$ cat config.mk
export PLATFORM = sky130hd
export DESIGN_NAME = bitclk_divider
export DESIGN_NICKNAME = d
export VERILOG_FILES = /design/src/rtl/bcd_pkg.sv /design/src/rtl/bcd_cfg.sv /design/src/rtl/bcd_ctrl.sv /design/src/rtl/bcd_datapath.sv /design/src/rtl/bitclk_divider.sv
export SDC_FILE = /design/constraint.sdc
export NUM_CORES = 1
export LEC_CHECK = 0
export ABC_AREA = 1
export BUFFER_PORTS_ARGS = -buffer_cell sky130_fd_sc_hd__buf_2
export CAP_MARGIN = 20
export CORE_ASPECT_RATIO = 0.8
export CORE_MARGIN = 2
export CORE_UTILIZATION = 30
export DETAILED_ROUTE_END_ITERATION = 10
export SKIP_LAST_GASP = 1
export SYNTH_ARGS = -nofsm -noshare
export SYNTH_HDL_FRONTEND = slang
export SYNTH_SLANG_ARGS = --single-unit
$ cat constraint.sdc
create_clock -name srcClk -period 3.1 [get_ports srcClk]
set_clock_uncertainty 0.2 [all_clocks]
set_input_delay 0.62 -clock srcClk [delete_from_list [all_inputs] [get_ports srcClk]]
set_output_delay 0.62 -clock srcClk [all_outputs]
set_load 0.02 [all_outputs]
$ cat src/rtl/bcd_pkg.sv
package bcd_pkg;
  typedef struct packed {
    logic hold;     // port disabled: clear phase
    logic toHigh;   // drive bit clock high at next edge
    logic toLow;    // drive bit clock low at next edge
    logic bypass;   // ratio of one, source passes through
  } ctrlStb_t;
endpackage

$ cat src/rtl/bcd_cfg.sv
module bcd_cfg #(
  parameter int LEG_W   = 8,
  parameter int EXT_W   = 12,
  parameter int RATIO_W = EXT_W + 1
) (
  input  logic               srcClk,
  input  logic               rstN,
  input  logic               portEn,
  input  logic               extMode,
  input  logic               cfgWe,
  input  logic [EXT_W-1:0]   cfgField,
  output logic [RATIO_W-1:0] ratio
);
  logic [EXT_W-1:0] fieldQ;
  logic             extQ;
  logic [RATIO_W-1:0] legRatio, extRatio;

  always_ff @(posedge srcClk or negedge rstN) begin
    if (!rstN) begin
      fieldQ <= '0;
      extQ   <= 1'b0;
    end else if (cfgWe && !portEn) begin
      fieldQ <= cfgField;
      extQ   <= extMode;
    end
  end

  always_comb begin
    legRatio = RATIO_W'({fieldQ[LEG_W-1:0], 1'b0}) + RATIO_W'(2);
    extRatio = RATIO_W'(fieldQ) + RATIO_W'(1);
    ratio    = extQ ? extRatio : legRatio;
  end

  p_ignore_write_r3: assert property (@(posedge srcClk) disable iff (!rstN)
    portEn |=> $stable(ratio));
  p_legacy_even_r1: assert property (@(posedge srcClk) disable iff (!rstN)
    !extQ |-> (ratio[0] == 1'b0 && ratio >= RATIO_W'(2)));
endmodule

$ cat src/rtl/bcd_ctrl.sv
module bcd_ctrl
  import bcd_pkg::*;
#(
  parameter int RATIO_W = 13
) (
  input  logic               srcClk,
  input  logic               rstN,
  input  logic               portEn,
  input  logic [RATIO_W-1:0] ratio,
  output ctrlStb_t           stb
);
  logic [RATIO_W-1:0] cnt;
  logic [RATIO_W-1:0] lowLen;
  logic               isByp, run;

  always_comb begin
    lowLen     = ratio >> 1;
    isByp      = (ratio == RATIO_W'(1));
    run        = portEn && !isByp;
    stb.hold   = !portEn;
    stb.bypass = isByp;
    stb.toHigh = run && (cnt == lowLen - RATIO_W'(1));
    stb.toLow  = run && (cnt == ratio - RATIO_W'(1));
  end

  always_ff @(posedge srcClk or negedge rstN) begin
    if (!rstN)                             cnt <= '0;
    else if (!run)                         cnt <= '0;
    else if (cnt == ratio - RATIO_W'(1))   cnt <= '0;
    else                                   cnt <= cnt + RATIO_W'(1);
  end

  p_clear_when_off_r4: assert property (@(posedge srcClk) disable iff (!rstN)
    !portEn |=> cnt == '0);
  p_cnt_range_r6: assert property (@(posedge srcClk) disable iff (!rstN)
    run |-> cnt < ratio);
  p_strobe_excl_r6: assert property (@(posedge srcClk) disable iff (!rstN)
    $onehot0({stb.toHigh, stb.toLow}));
endmodule

$ cat src/rtl/bcd_datapath.sv
module bcd_datapath
  import bcd_pkg::*;
(
  input  logic     srcClk,
  input  logic     rstN,
  input  logic     portEn,
  input  ctrlStb_t stb,
  output logic     bitClk,
  output logic     riseStb,
  output logic     fallStb
);
  logic divClk, riseQ, fallQ;
  logic bypRun;

  assign bypRun = stb.bypass && !stb.hold;

  always_ff @(posedge srcClk or negedge rstN) begin
    if (!rstN) begin
      divClk <= 1'b0;
      riseQ  <= 1'b0;
      fallQ  <= 1'b0;
    end else begin
      if (stb.hold)        divClk <= 1'b0;
      else if (stb.toHigh) divClk <= 1'b1;
      else if (stb.toLow)  divClk <= 1'b0;
      riseQ <= stb.toHigh || bypRun;
      fallQ <= stb.toLow || (stb.hold && divClk) || bypRun;
    end
  end

  assign bitClk  = stb.bypass ? (srcClk && portEn) : divClk;
  assign riseStb = riseQ;
  assign fallStb = fallQ;

  p_rise_aligned_r8: assert property (@(posedge srcClk) disable iff (!rstN)
    $rose(divClk) |-> riseQ);
  p_fall_aligned_r9: assert property (@(posedge srcClk) disable iff (!rstN)
    $fell(divClk) |-> fallQ);
  p_low_when_off_r4: assert property (@(posedge srcClk) disable iff (!rstN)
    !portEn |=> !divClk);
endmodule

$ cat src/rtl/bitclk_divider.sv
module bitclk_divider
  import bcd_pkg::*;
#(
  parameter int LEG_W   = 8,
  parameter int EXT_W   = 12,
  localparam int RATIO_W = EXT_W + 1
) (
  input  logic               srcClk,
  input  logic               rstN,
  input  logic               portEn,
  input  logic               extMode,
  input  logic               cfgWe,
  input  logic [EXT_W-1:0]   cfgField,
  output logic               bitClk,
  output logic               riseStb,
  output logic               fallStb,
  output logic [RATIO_W-1:0] ratio
);
  ctrlStb_t stb;

  bcd_cfg #(.LEG_W(LEG_W), .EXT_W(EXT_W), .RATIO_W(RATIO_W)) u_cfg (
    .srcClk(srcClk), .rstN(rstN), .portEn(portEn), .extMode(extMode),
    .cfgWe(cfgWe), .cfgField(cfgField), .ratio(ratio));

  bcd_ctrl #(.RATIO_W(RATIO_W)) u_ctrl (
    .srcClk(srcClk), .rstN(rstN), .portEn(portEn), .ratio(ratio), .stb(stb));

  bcd_datapath u_dp (
    .srcClk(srcClk), .rstN(rstN), .portEn(portEn), .stb(stb),
    .bitClk(bitClk), .riseStb(riseStb), .fallStb(fallStb));
endmodule

==> run_results.csv, run 1 <==
group,metric,value,unit
die,die_w,113,µm
detailed_routing,firstDrtPassIters,8,
detailed_routing,vias,3129,
global_route,grt_pass1_wl,13800,µm
finish,design_area,3640,µm²
clock_network,cts_made_buffers,5,
timing,relSlewSlack,0.541,
clock_network,htree_levels,2,
pwr,p_comb_frac,0.446,
pwr,pwr-share-seq,0.246,
flow_run,cap_violations,0,
timing,setup_viol_count_final,0,
worst_setup_path,cp-end-kind,"output pin",
timing,min_period,2.97,ns
clock_network,clock_latency,0.28,ns
detailed_routing,antenna_left,0,
worst_setup_path,cp-start-kind,"flop",
clock_network,cts_buffer_depth,2,
worst_hold_path,hp-class,"input pin to async pin",
placed_design,gp_congestion,0.886,
clock_network,cts_tree,"done",
die,start_util,0.312,
placed_design,dpl_cell_area,3180,µm²
die,num_io_pins,33,
finish,drive_gt1_frac,0.266,
synthesis,synthesis.nets,497,
synthesis,ys_warn_count,0,
status,violations,"design-rule violations",
synthesis,ys_ff_latch,29,
clock_network,cts_root_buffer,"clkbuf_16",
pwr,clkPwrFrac,0.308,
die,die_area,10300,µm²
synthesis,syn_avg_cell_area,6.00,µm²
timing,fin_hold_ws,0.179,ns
timing,rsz0062_at_grt,"true",
placed_design,port_buffers,32,
timing,timing_worst_slew_pin_value,0.688,ns
global_route,grt_usage,0.164,
worst_setup_path,crit_required,2.28,ns
detailed_routing,vias_per_cell,4.80,
worst_setup_path,crit_slowest_cell,"dfrtp_2",
timing,finalMaxSlewViolations,0,
pwr,switchingPower,0.000734,W
pwr,p_leak,1.90,nW
detailed_routing,routedWlPerCell,12.7,µm
die,coreArea,9150,µm²
worst_setup_path,arrival,2.15,ns
pwr,vdd.ir_drop.worst,0.000239,V
synthesis,yosysSeqAreaShare,0.254,
die,num_rows,31,
detailed_routing,postRouteWirelength,8260,µm
pwr,swShare,0.410,
pwr,power_per_cell_area,492,nW/µm²
clock_network,path_clk_slew,0.05,ns
status,status,"complete, but fails checks",
finish,nNetsFinal,556,
global_route,grt_max_degree,30,
worst_setup_path,worst-setup-path-type,"flop to output pin",
synthesis,syn-cell-area,2860,µm²
detailed_routing,drtIter0Drc,142,
worst_setup_path,crit_path_max_incr_delay,0.41,ns
timing,clock.fmax,0.336,GHz
global_route,antenna_found_initial,0,
die,fp.dieH,91.3,µm
global_route,grt-ovfl-total,0,
finish,n_antenna_cell,0,
pwr,internal_power,0.00106,W
detailed_routing,drc,1,
timing,hold_viol,0,
placed_design,hpwl,6320,µm
clock_network,cts_hold_buf,0,
timing,post-route-period-util,0.959,
worst_setup_path,path_cells,"ha_4 -> nand2_4 -> nor2_4 -> buf_6 -> nand2_1 -> nand2_1 -> nand3_1 -> nand2_2 -> nand3_4 -> nor2_4 -> nand3_2 -> o21ai_2 -> buf_6",
global_route,first_global_vias,2958,
finish,syn2layout_area_growth,27.3,%
synthesis,synthCells,477,
worst_setup_path,critPathMaxFanout,4,
synthesis,synth_cell_type_count,28,
timing repair:
action                                  4_1_cts  5_1_grt
gates cloned                                  0        0
resized for setup                            17       28
setup buffers                                11        7
endpoints found under the setup margin        1       15
pin swaps                                    10       12
area by class of cell:
cell class              instances  area, µm²
fillers                       995       5510
multi-input cells             373       1960
flip-flops and latches         29        731
repair buffers                 58        369
inverters                      67        254
clock buffers                   9        178
well taps                     115        144
clock inverters                 1       3.75
per-layer routing:
metal	share of wire	wire, µm	vias to the layer above	global-route usage
met5	0	0	-	0
met1	0.49	4050	1456	0.224
met3	0.046	384	10	0.0287
met4	0.012	100	0	0.0467
li1	-	-	1601	-
met2	0.45	3730	62	0.265
critical path, delay by kind of cell, from the launching register on:
kind	cells	cell delay, ns
AND/OR/NAND/NOR	9	0.87
flip-flops	1	0.41
adder cells (fa/ha/maj)	1	0.19
buffers and inverters	2	0.26
AO/OA/AOI/OAI	1	0.14
synthesized netlist by cell type (all sizes together):
| cell type | n | area [µm²] |
|---|---|---|
| nand2 | 174 | 701 |
| nand3 | 71 | 375 |
| inv | 68 | 255 |
| nor2 | 67 | 322 |
| dfrtp | 29 | 726 |
| xor2 | 17 | 149 |
| a21oi | 15 | 75.1 |
| o21ai | 7 | 35.0 |
| nor3 | 6 | 30.0 |
| buf | 5 | 48.8 |
| nand4 | 5 | 31.3 |
| ha | 3 | 37.5 |
| clkbuf | 2 | 7.51 |
| mux2 | 2 | 22.5 |
| or2 | 2 | 12.5 |
| xnor2 | 2 | 17.5 |
| nand3b | 1 | 7.51 |
| o211ai | 1 | 7.51 |
flip-flops by register name (all words and copies together) (netlist names):
name          count
u_dp.divClk       1
u_ctrl.cnt       13
u_cfg.fieldQ     12
u_cfg.extQ        1
u_dp.riseStb      1
u_dp.fallStb      1
power groups by stage:
stage / combinational, W / sequential, W / clock (W)
floorplan: 0.000520 / 0.000436 / 0.00000403
global placement: 0.000682 / 0.000443 / 0.00000405
detailed placement: 0.000691 / 0.000444 / 0.00000405
CTS: 0.000747 / 0.000439 / 0.000558
global route: 0.000893 / 0.000445 / 0.000583
finish: 0.000799 / 0.000440 / 0.000552
final timing paths:
check                           startpoint                to  slack (ns)  cells past startpoint
max                        u_cfg.fieldQ[0]            bitClk        0.13                     13
max reg2reg                u_cfg.fieldQ[0]     u_ctrl.cnt[0]        0.25                     17
min reg2reg                  u_ctrl.cnt[0]     u_ctrl.cnt[0]        0.33                      1
min in group srcClk          u_ctrl.cnt[0]     u_ctrl.cnt[0]        0.33                      1
max in group asynchronous             rstN   u_cfg.fieldQ[0]        2.04                      1
min                                   rstN  u_cfg.fieldQ[11]        0.18                      1
cell usage in the layout (no fill, tap or decap), types with 5 or more instances in the layout:
master     instances
nand2_1          149
inv_1             61
nand3_1           58
nor2_1            46
buf_2             31
dfrtp_1           25
buf_4             24
nand2_2           20
xor2_1            17
nor2_2            15
a21oi_1           15
nand3_2           11
nor2_4             6
inv_2              6
nor3_1             6
nand4_1            5
clkbuf_16          5
logic make-up after synthesis:
logic type	count (synthesis)	synth area share
multiplexers	2	0.00787
AO/OA/AOI/OAI	23	0.0411
buffers and inverters	75	0.109
flip-flops	29	0.254
AND/OR/NAND/NOR	326	0.517
XOR/XNOR	19	0.0582
adder cells (fa/ha/maj)	3	0.0131
stage by stage:
stage	setup WS, ns	setup TNS (ns)	utilization	std cells	total power, W
finish	0.127	0	0.398	652	0.00179
global route	-0.0132	-0.0132	0.398	652	0.00192
CTS	0.00876	0	0.381	645	0.00175
detailed placement	0.0465	0	0.347	626	0.00114
global placement	0.0864	0	0.347	626	0.00113
floorplan	0.146	0	-	477	0.000959
Note: power is estimated with default switching activity, not from simulation.
==> inputs of run 2 (changes only) <==
- CORE_MARGIN: 2 -> unset
- REMOVE_ABC_BUFFERS: unset -> 1
==> run 2 against run 1 <==
  * The run still ends with design-rule violations left
  * Worst hold slack better by 0.0058 ns
  * Sequential cell count unchanged
  * Core utilization is 0.25 points lower
  * Register-to-register slack got worse by 0.03 ns
  * Clock power is 7.8% lower
  * Critical path depth increased by 1
  * Design area is 0.62% lower
  * Critical path type unchanged
  * Largest cell class unchanged
  * Non-clock buffer count unchanged
==> run_results.csv, run 2 (same netlist as run 1, synthesis figures left out) <==
group,metric,value,unit
global_route,gr-usage-met2,0.278,
clock_network,cts_made_buffers,5,
worst_setup_path,worst-path-buf-inv,2,
timing,tns,0,ns
worst_hold_path,hp-class,"input pin to async pin",
detailed_routing,vias,3120,
worst_setup_path,crit_slowest_cell,"dfrtp_2",
detailed_routing,antenna_left,0,
timing,post-route-period-util,0.981,
worst_setup_path,critPathMaxFanout,4,
finish,largest_register_ffs,13,
global_route,grt_max_degree,30,
finish,multiInputGateArea,1960,µm²
timing,hold_viol,0,
worst_setup_path,cp-end-kind,"output pin",
finish,fill_cells,993,
timing,finalMaxSlewViolations,0,
clock_network,cts_buffer_depth,2,
global_route,grt_usage,0.178,
placed_design,gp_congestion,0.866,
die,num_rows,31,
die,start_util,0.312,
clock_network,path_clk_slew,0.06,ns
worst_setup_path,cp-start-kind,"flop",
worst_setup_path,path_common_cell,"nand2_2",
detailed_routing,drtIter0Drc,193,
finish,fin_cells,653,
timing,min_period,3.04,ns
worst_setup_path,crit_family,"simple AND/OR/NAND/NOR gates",
global_route,grt-ovfl-total,0,
finish,final_cell_mix,"nand2_1 (151), inv_1 (61), nand3_1 (61)",
clock_network,htree_levels,2,
finish,n_antenna_cell,0,
placed_design,hpwl,6230,µm
global_route,met3_usage,0.0481,
worst_setup_path,arrival,2.22,ns
placed_design,port_buffers,32,
clock_network,cts_root_buffer,"clkbuf_16",
timing,clock.fmax,0.329,GHz
timing,rsz0062_at_grt,"true",
placed_design,dpl_cell_area,3180,µm²
die,die_w,111,µm
timing,fin_hold_ws,0.185,ns
die,num_io_pins,33,
global_route,grt_busiest_layer,"met2",
global_route,antenna_found_initial,0,
worst_setup_path,path_cells,"ha_4 -> nand2_4 -> nor2_4 -> nand2_2 -> nand2_2 -> nand3_1 -> nand2_2 -> nand2_4 -> inv_4 -> nand3_4 -> nor2_4 -> nand3_2 -> o21ai_2 -> buf_6",
timing,setup_viol_count_final,0,
detailed_routing,vias_per_cell,4.78,
die,coreArea,9150,µm²
worst_setup_path,crit_path_max_incr_delay,0.44,ns
detailed_routing,drc,2,
pwr,p_leak,1.89,nW
pwr,vdd.ir_drop.worst,0.000254,V
placed_design,dp.cells,626,
finish,syn2layout_area_growth,26.5,%
clock_network,clock_latency,0.29,ns
detailed_routing,routedWlPerCell,13.1,µm
flow_run,cap_violations,0,
finish,design_area,3620,µm²
detailed_routing,firstDrtPassIters,8,
finish,regMostFlops,"u_ctrl.cnt",
status,status,"complete, but fails checks",
finish,layout_commonest_cell,"nand2_1",
clock_network,cts_tree,"done",
global_route,grt_pass1_wl,13800,µm
pwr,power_per_cell_area,484,nW/µm²
finish,drive_gt1_frac,0.257,
finish,reg.largest.list,"u_ctrl.cnt x13, u_cfg.fieldQ x12",
worst_setup_path,crit_required,2.28,ns
worst_setup_path,worst-setup-path-type,"flop to output pin",
finish,seq_area,731,µm²
global_route,use_met1,0.237,
detailed_routing,postRouteWirelength,8530,µm
timing,timing_worst_slew_pin_value,0.711,ns
finish,nNetsFinal,557,
die,fp.dieH,89.3,µm
die,die_area,9930,µm²
global_route,first_global_vias,2856,
status,violations,"design-rule violations",
timing,relSlewSlack,0.526,
## run 2: power by group
group / internal (W) / leakage (nW) / switching (W) / total (W)
clock: 0.000322 / 0.0865 / 0.000187 / 0.000509
sequential: 0.000406 / 0.360 / 0.0000365 / 0.000443
combinational: 0.000283 / 1.44 / 0.000515 / 0.000798
## run 2: final cells by class
cell class,count,share of cell area
clock buffer,9,0.0436
clock inverter,1,0.00104
inverter,67,0.0709
multi-input combinational,374,0.542
sequential,29,0.202
tap,115,0.0398
timing repair buffer,58,0.100
## run 2: repair_timing
| item | CTS | global route |
|---|---|---|
| hold buffers | 0 | 0 |
| setup endpoints to repair | 1 | 14 |
| setup buffers | 10 | 7 |
| gates resized for setup | 17 | 25 |
| pin swaps | 9 | 12 |
| gates cloned | 0 | 2 |
## run 2: worst reg2reg max path, stage by stage, from the launching register on
cell,delay (ns)
dfrtp_2,0.46
ha_4,0.27
or2_2,0.28
nand2_2,0.12
ha_1,0.18
nand2_1,0.09
xor2_1,0.18
inv_1,0.06
nand2_1,0.06
nand3_1,0.07
nor2_1,0.09
nand2_1,0.06
nor2_1,0.11
nand2_1,0.10
nor2_4,0.14
nand2_4,0.10
nand2_4,0.16
nor2_2,0.05
## run 2: stage by stage
step,power [W],utilization,worst slack [ns]
2_1_floorplan,0.000946,-,0.143
3_3_place_gp,0.00113,0.347,0.103
3_5_place_dp,0.00114,0.347,0.0485
4_1_cts,0.00171,0.378,0.00713
5_1_grt,0.00189,0.395,-0.0519
6_report,0.00175,0.395,0.0576
## run 2: worst paths after layout
check | to | cells after the start | slack, ns | start
max | bitClk | 14 | 0.06 | u_cfg.fieldQ[0]
min | u_ctrl.cnt[9] | 1 | 0.18 | rstN
max reg2reg | u_ctrl.cnt[3] | 17 | 0.22 | u_cfg.fieldQ[0]
min reg2reg | u_ctrl.cnt[0] | 1 | 0.32 | u_ctrl.cnt[0]
max in group asynchronous | u_cfg.fieldQ[0] | 1 | 2.02 | rstN
min in group srcClk | u_ctrl.cnt[0] | 1 | 0.32 | u_ctrl.cnt[0]
## run 2: per-layer routing
layer  vias up  wire, µm
li1       1602         -
met1      1415      4180
met2        91      3640
met3        12       611
met4         0       106
met5         -         0
==> inputs of run 3 (changes only) <==
- GPL_ROUTABILITY_DRIVEN: unset -> 1
- SYNTH_HIERARCHICAL: unset -> 1
==> run 3 against run 2 <==
  * Sequential power shrank 0.9%
  * Sequential share of layout area grew 0.26 points
  * The flow finishes with violations (negative setup slack)
  * Worst hold slack lost 0.11 ns
  * Largest cell class unchanged
  * Final cell count shrank 11%
  * Clock power shrank 15%
  * First-iteration DRC count shrank 0.52%
  * Power shrank 0.44%
  * Critical endpoint unchanged
  * Core utilization grew 2.0 points
  * Clock-buffer cell count grew 2
==> run_results.csv, run 3 <==
group,metric,value,unit
status,status,"complete, but fails checks",
status,violations,"negative setup slack",
timing,relSlewSlack,0.524,
finish,fin_cells,581,
detailed_routing,postRouteWirelength,7460,µm
synthesis,syn-cell-area,2670,µm²
worst_setup_path,crit_required,2.28,ns
placed_design,gp_congestion,0.908,
global_route,grt_max_degree,30,
placed_design,dp.cells,549,
synthesis,ys_ff_latch,29,
synthesis,synth_common_cells,"nand2_1 (113), inv_1 (48), nor2_1 (42), nand3_1 (32), dfrtp_1 (29)",
detailed_routing,drc,0,
synthesis,synth_top_cell_by_area,"dfrtp_1",
global_route,first_global_vias,2526,
synthesis,ys_warn_count,6,
clock_network,clock_latency,0.39,ns
detailed_routing,antenna_left,0,
pwr,internal_power,0.00101,W
detailed_routing,vias_per_cell,4.67,
timing,timing_worst_slew_pin_value,0.713,ns
timing,min_period,3.18,ns
timing,hold_viol,0,
die,die_w,107,µm
flow_run,cap_violations,0,
die,num_io_pins,33,
synthesis,synthCells,400,
synthesis,synth_top_area_share,0.272,
worst_setup_path,cp-start-kind,"flop",
worst_setup_path,path_cells,"ha_4 -> nand3_4 -> inv_4 -> nand2_2 -> nand2_1 -> nand3_1 -> nand2_1 -> or2_1 -> nor2_4 -> nand2_2 -> nor2_4 -> nand3_2 -> o21ai_2 -> buf_6",
finish,reg.largest.list,"u_ctrl/cnt x13, u_cfg/fieldQ x12",
detailed_routing,firstDrtPassIters,4,
pwr,p_leak,1.73,nW
clock_network,path_clk_slew,0.07,ns
global_route,grt_usage,0.172,
placed_design,dpl_cell_area,3010,µm²
pwr,pwr-share-seq,0.252,
finish,fin_util,0.415,
timing,tns,-0.0841,ns
die,die_area,9270,µm²
pwr,swShare,0.420,
pwr,vdd.ir_drop.worst,0.000231,V
global_route,antenna_found_initial,0,
timing,fin_ws,-0.0841,ns
finish,nNetsFinal,491,
worst_hold_path,hp-class,"input pin to async pin",
global_route,grt-ovfl-total,0,
worst_setup_path,crit_path_max_incr_delay,0.43,ns
finish,drive_gt1_frac,0.348,
finish,design_area,3550,µm²
worst_setup_path,crit_slowest_cell,"dfrtp_1",
global_route,grt_pass1_wl,12100,µm
worst_setup_path,reg2regPathDepth,24,
timing,setup_viol_count_final,2,
pwr,p_comb_frac,0.500,
worst_setup_path,worst-setup-path-type,"flop to output pin",
pwr,power_per_cell_area,490,nW/µm²
synthesis,synth_cell_type_count,33,
clock_network,cts_tree,"done",
clock_network,cts_hold_buf,0,
finish,n_antenna_cell,0,
finish,syn2layout_area_growth,33.2,%
finish,largest_register_ffs,13,
finish,final_cell_mix,"nand2_1 (105), inv_1 (47), buf_4 (35)",
pwr,clkPwrFrac,0.248,
worst_setup_path,critPathMaxFanout,4,
synthesis,yosysSeqAreaShare,0.272,
worst_setup_path,cp-end-kind,"output pin",
synthesis,async_flop_share,1.00,
worst_setup_path,regToRegStartpoint,"u_cfg/fieldQ[0]",
timing,clock.fmax,0.314,GHz
pwr,switchingPower,0.000731,W
worst_setup_path,arrival,2.36,ns
synthesis,synth_edf_count,0,
worst_setup_path,worstSetupStartpoint,"u_cfg/fieldQ[1]",
placed_design,hpwl,5410,µm
finish,regMostFlops,"u_ctrl/cnt",
placed_design,port_buffers,32,
detailed_routing,routedWlPerCell,12.8,µm
timing,rsz0062_at_grt,"true",
die,num_rows,30,
synthesis,syn_avg_cell_area,6.67,µm²
synthesis,synth_area_leaders,"dfrtp_1 (27%), nand2_1 (16%), xor2_1 (7.9%)",
timing,post-route-period-util,1.03,
timing,fin_hold_ws,0.0760,ns
detailed_routing,drtIter0Drc,192,
timing,finalMaxSlewViolations,0,
die,fp.dieH,86.3,µm
detailed_routing,vias,2711,
synthesis,synth_ff_type,"dfrtp_1",
die,start_util,0.312,
die,coreArea,8560,µm²
synthesis,post-synth-top-count-cell,"nand2_1",
finish,layout_commonest_cell,"nand2_1",
## run 3: cell types whose count changed in the layout (fill, tap and decap cells not counted), moves of 8 or more
cell,previous run,this run
inv_1,61,47
nor2_1,46,31
buf_4,24,35
xnor2_1,2,12
clkbuf_8,1,9
nand2_1,151,105
nand3_1,61,29
## run 3: logic make-up after synthesis
kind of cell             after synthesis  synth area share
AO/OA/AOI/OAI                         25            0.0488
XOR/XNOR                              37             0.122
adder cells (fa/ha/maj)                5            0.0235
buffers and inverters                 62            0.0995
flip-flops                            29             0.272
multiplexers                           4            0.0169
AND/OR/NAND/NOR                      238             0.418
## run 3: cell type report
class,count,area (µm²)
fillers,888,5010
multi-input cells,309,1910
flip-flops and latches,29,727
repair buffers,68,440
inverters,52,200
well taps,112,140
clock buffers,11,139
## run 3: path summary, 6_finish.rpt
path                                    end  slack (ns)
max in group asynchronous   u_cfg/fieldQ[2]        2.12
setup reg to reg                u_dp/divClk        0.07
hold / removal             u_cfg/fieldQ[11]        0.08
min in group srcClk         u_cfg/fieldQ[2]        0.26
setup / recovery                     bitClk       -0.08
hold reg to reg               u_ctrl/cnt[0]        0.34
## run 3: critical path: cells and delay by family, from the launching register on
family / cells / cell delay, ns
AOI/OAI and AO/OA: 1 / 0.09
adders and majority gates: 1 / 0.19
buffers and inverters: 2 / 0.19
DFF: 1 / 0.43
and+or+nand+nor: 10 / 1.08
## run 3: through the flow
stage / total power, W / setup WS [ns]
finish: 0.00174 / -0.0841
global route: 0.00187 / -0.209
CTS: 0.00168 / -0.0291
detailed placement: 0.00115 / 0.141
global placement: 0.00114 / 0.196
floorplan: 0.000926 / -0.334
## run 3: per-layer routing
layer | global-route usage | vias to the layer above | share of wire
met1 | 0.240 | 1253 | 0.51
li1 | - | 1362 | -
met3 | 0.0489 | 15 | 0.062
met2 | 0.247 | 81 | 0.41
met4 | 0.0722 | 0 | 0.019
met5 | 0 | - | 0
## run 3: what timing repair did
action / in CTS / in global routing
endpoints found under the hold margin: 0 / 0
buffers inserted: 15 / 7
pin swaps: 12 / 12
endpoints found under the setup margin: 3 / 19
gates resized for setup: 37 / 27
## run 3: power by group through the flow
stage / combinational, W / clock [W] / sequential, W
floorplan: 0.000490 / 0.0000000893 / 0.000436
global placement: 0.000702 / 0.000000122 / 0.000436
detailed placement: 0.000710 / 0.000000123 / 0.000437
CTS: 0.000796 / 0.000443 / 0.000436
global route: 0.000958 / 0.000468 / 0.000443
finish: 0.000871 / 0.000432 / 0.000439
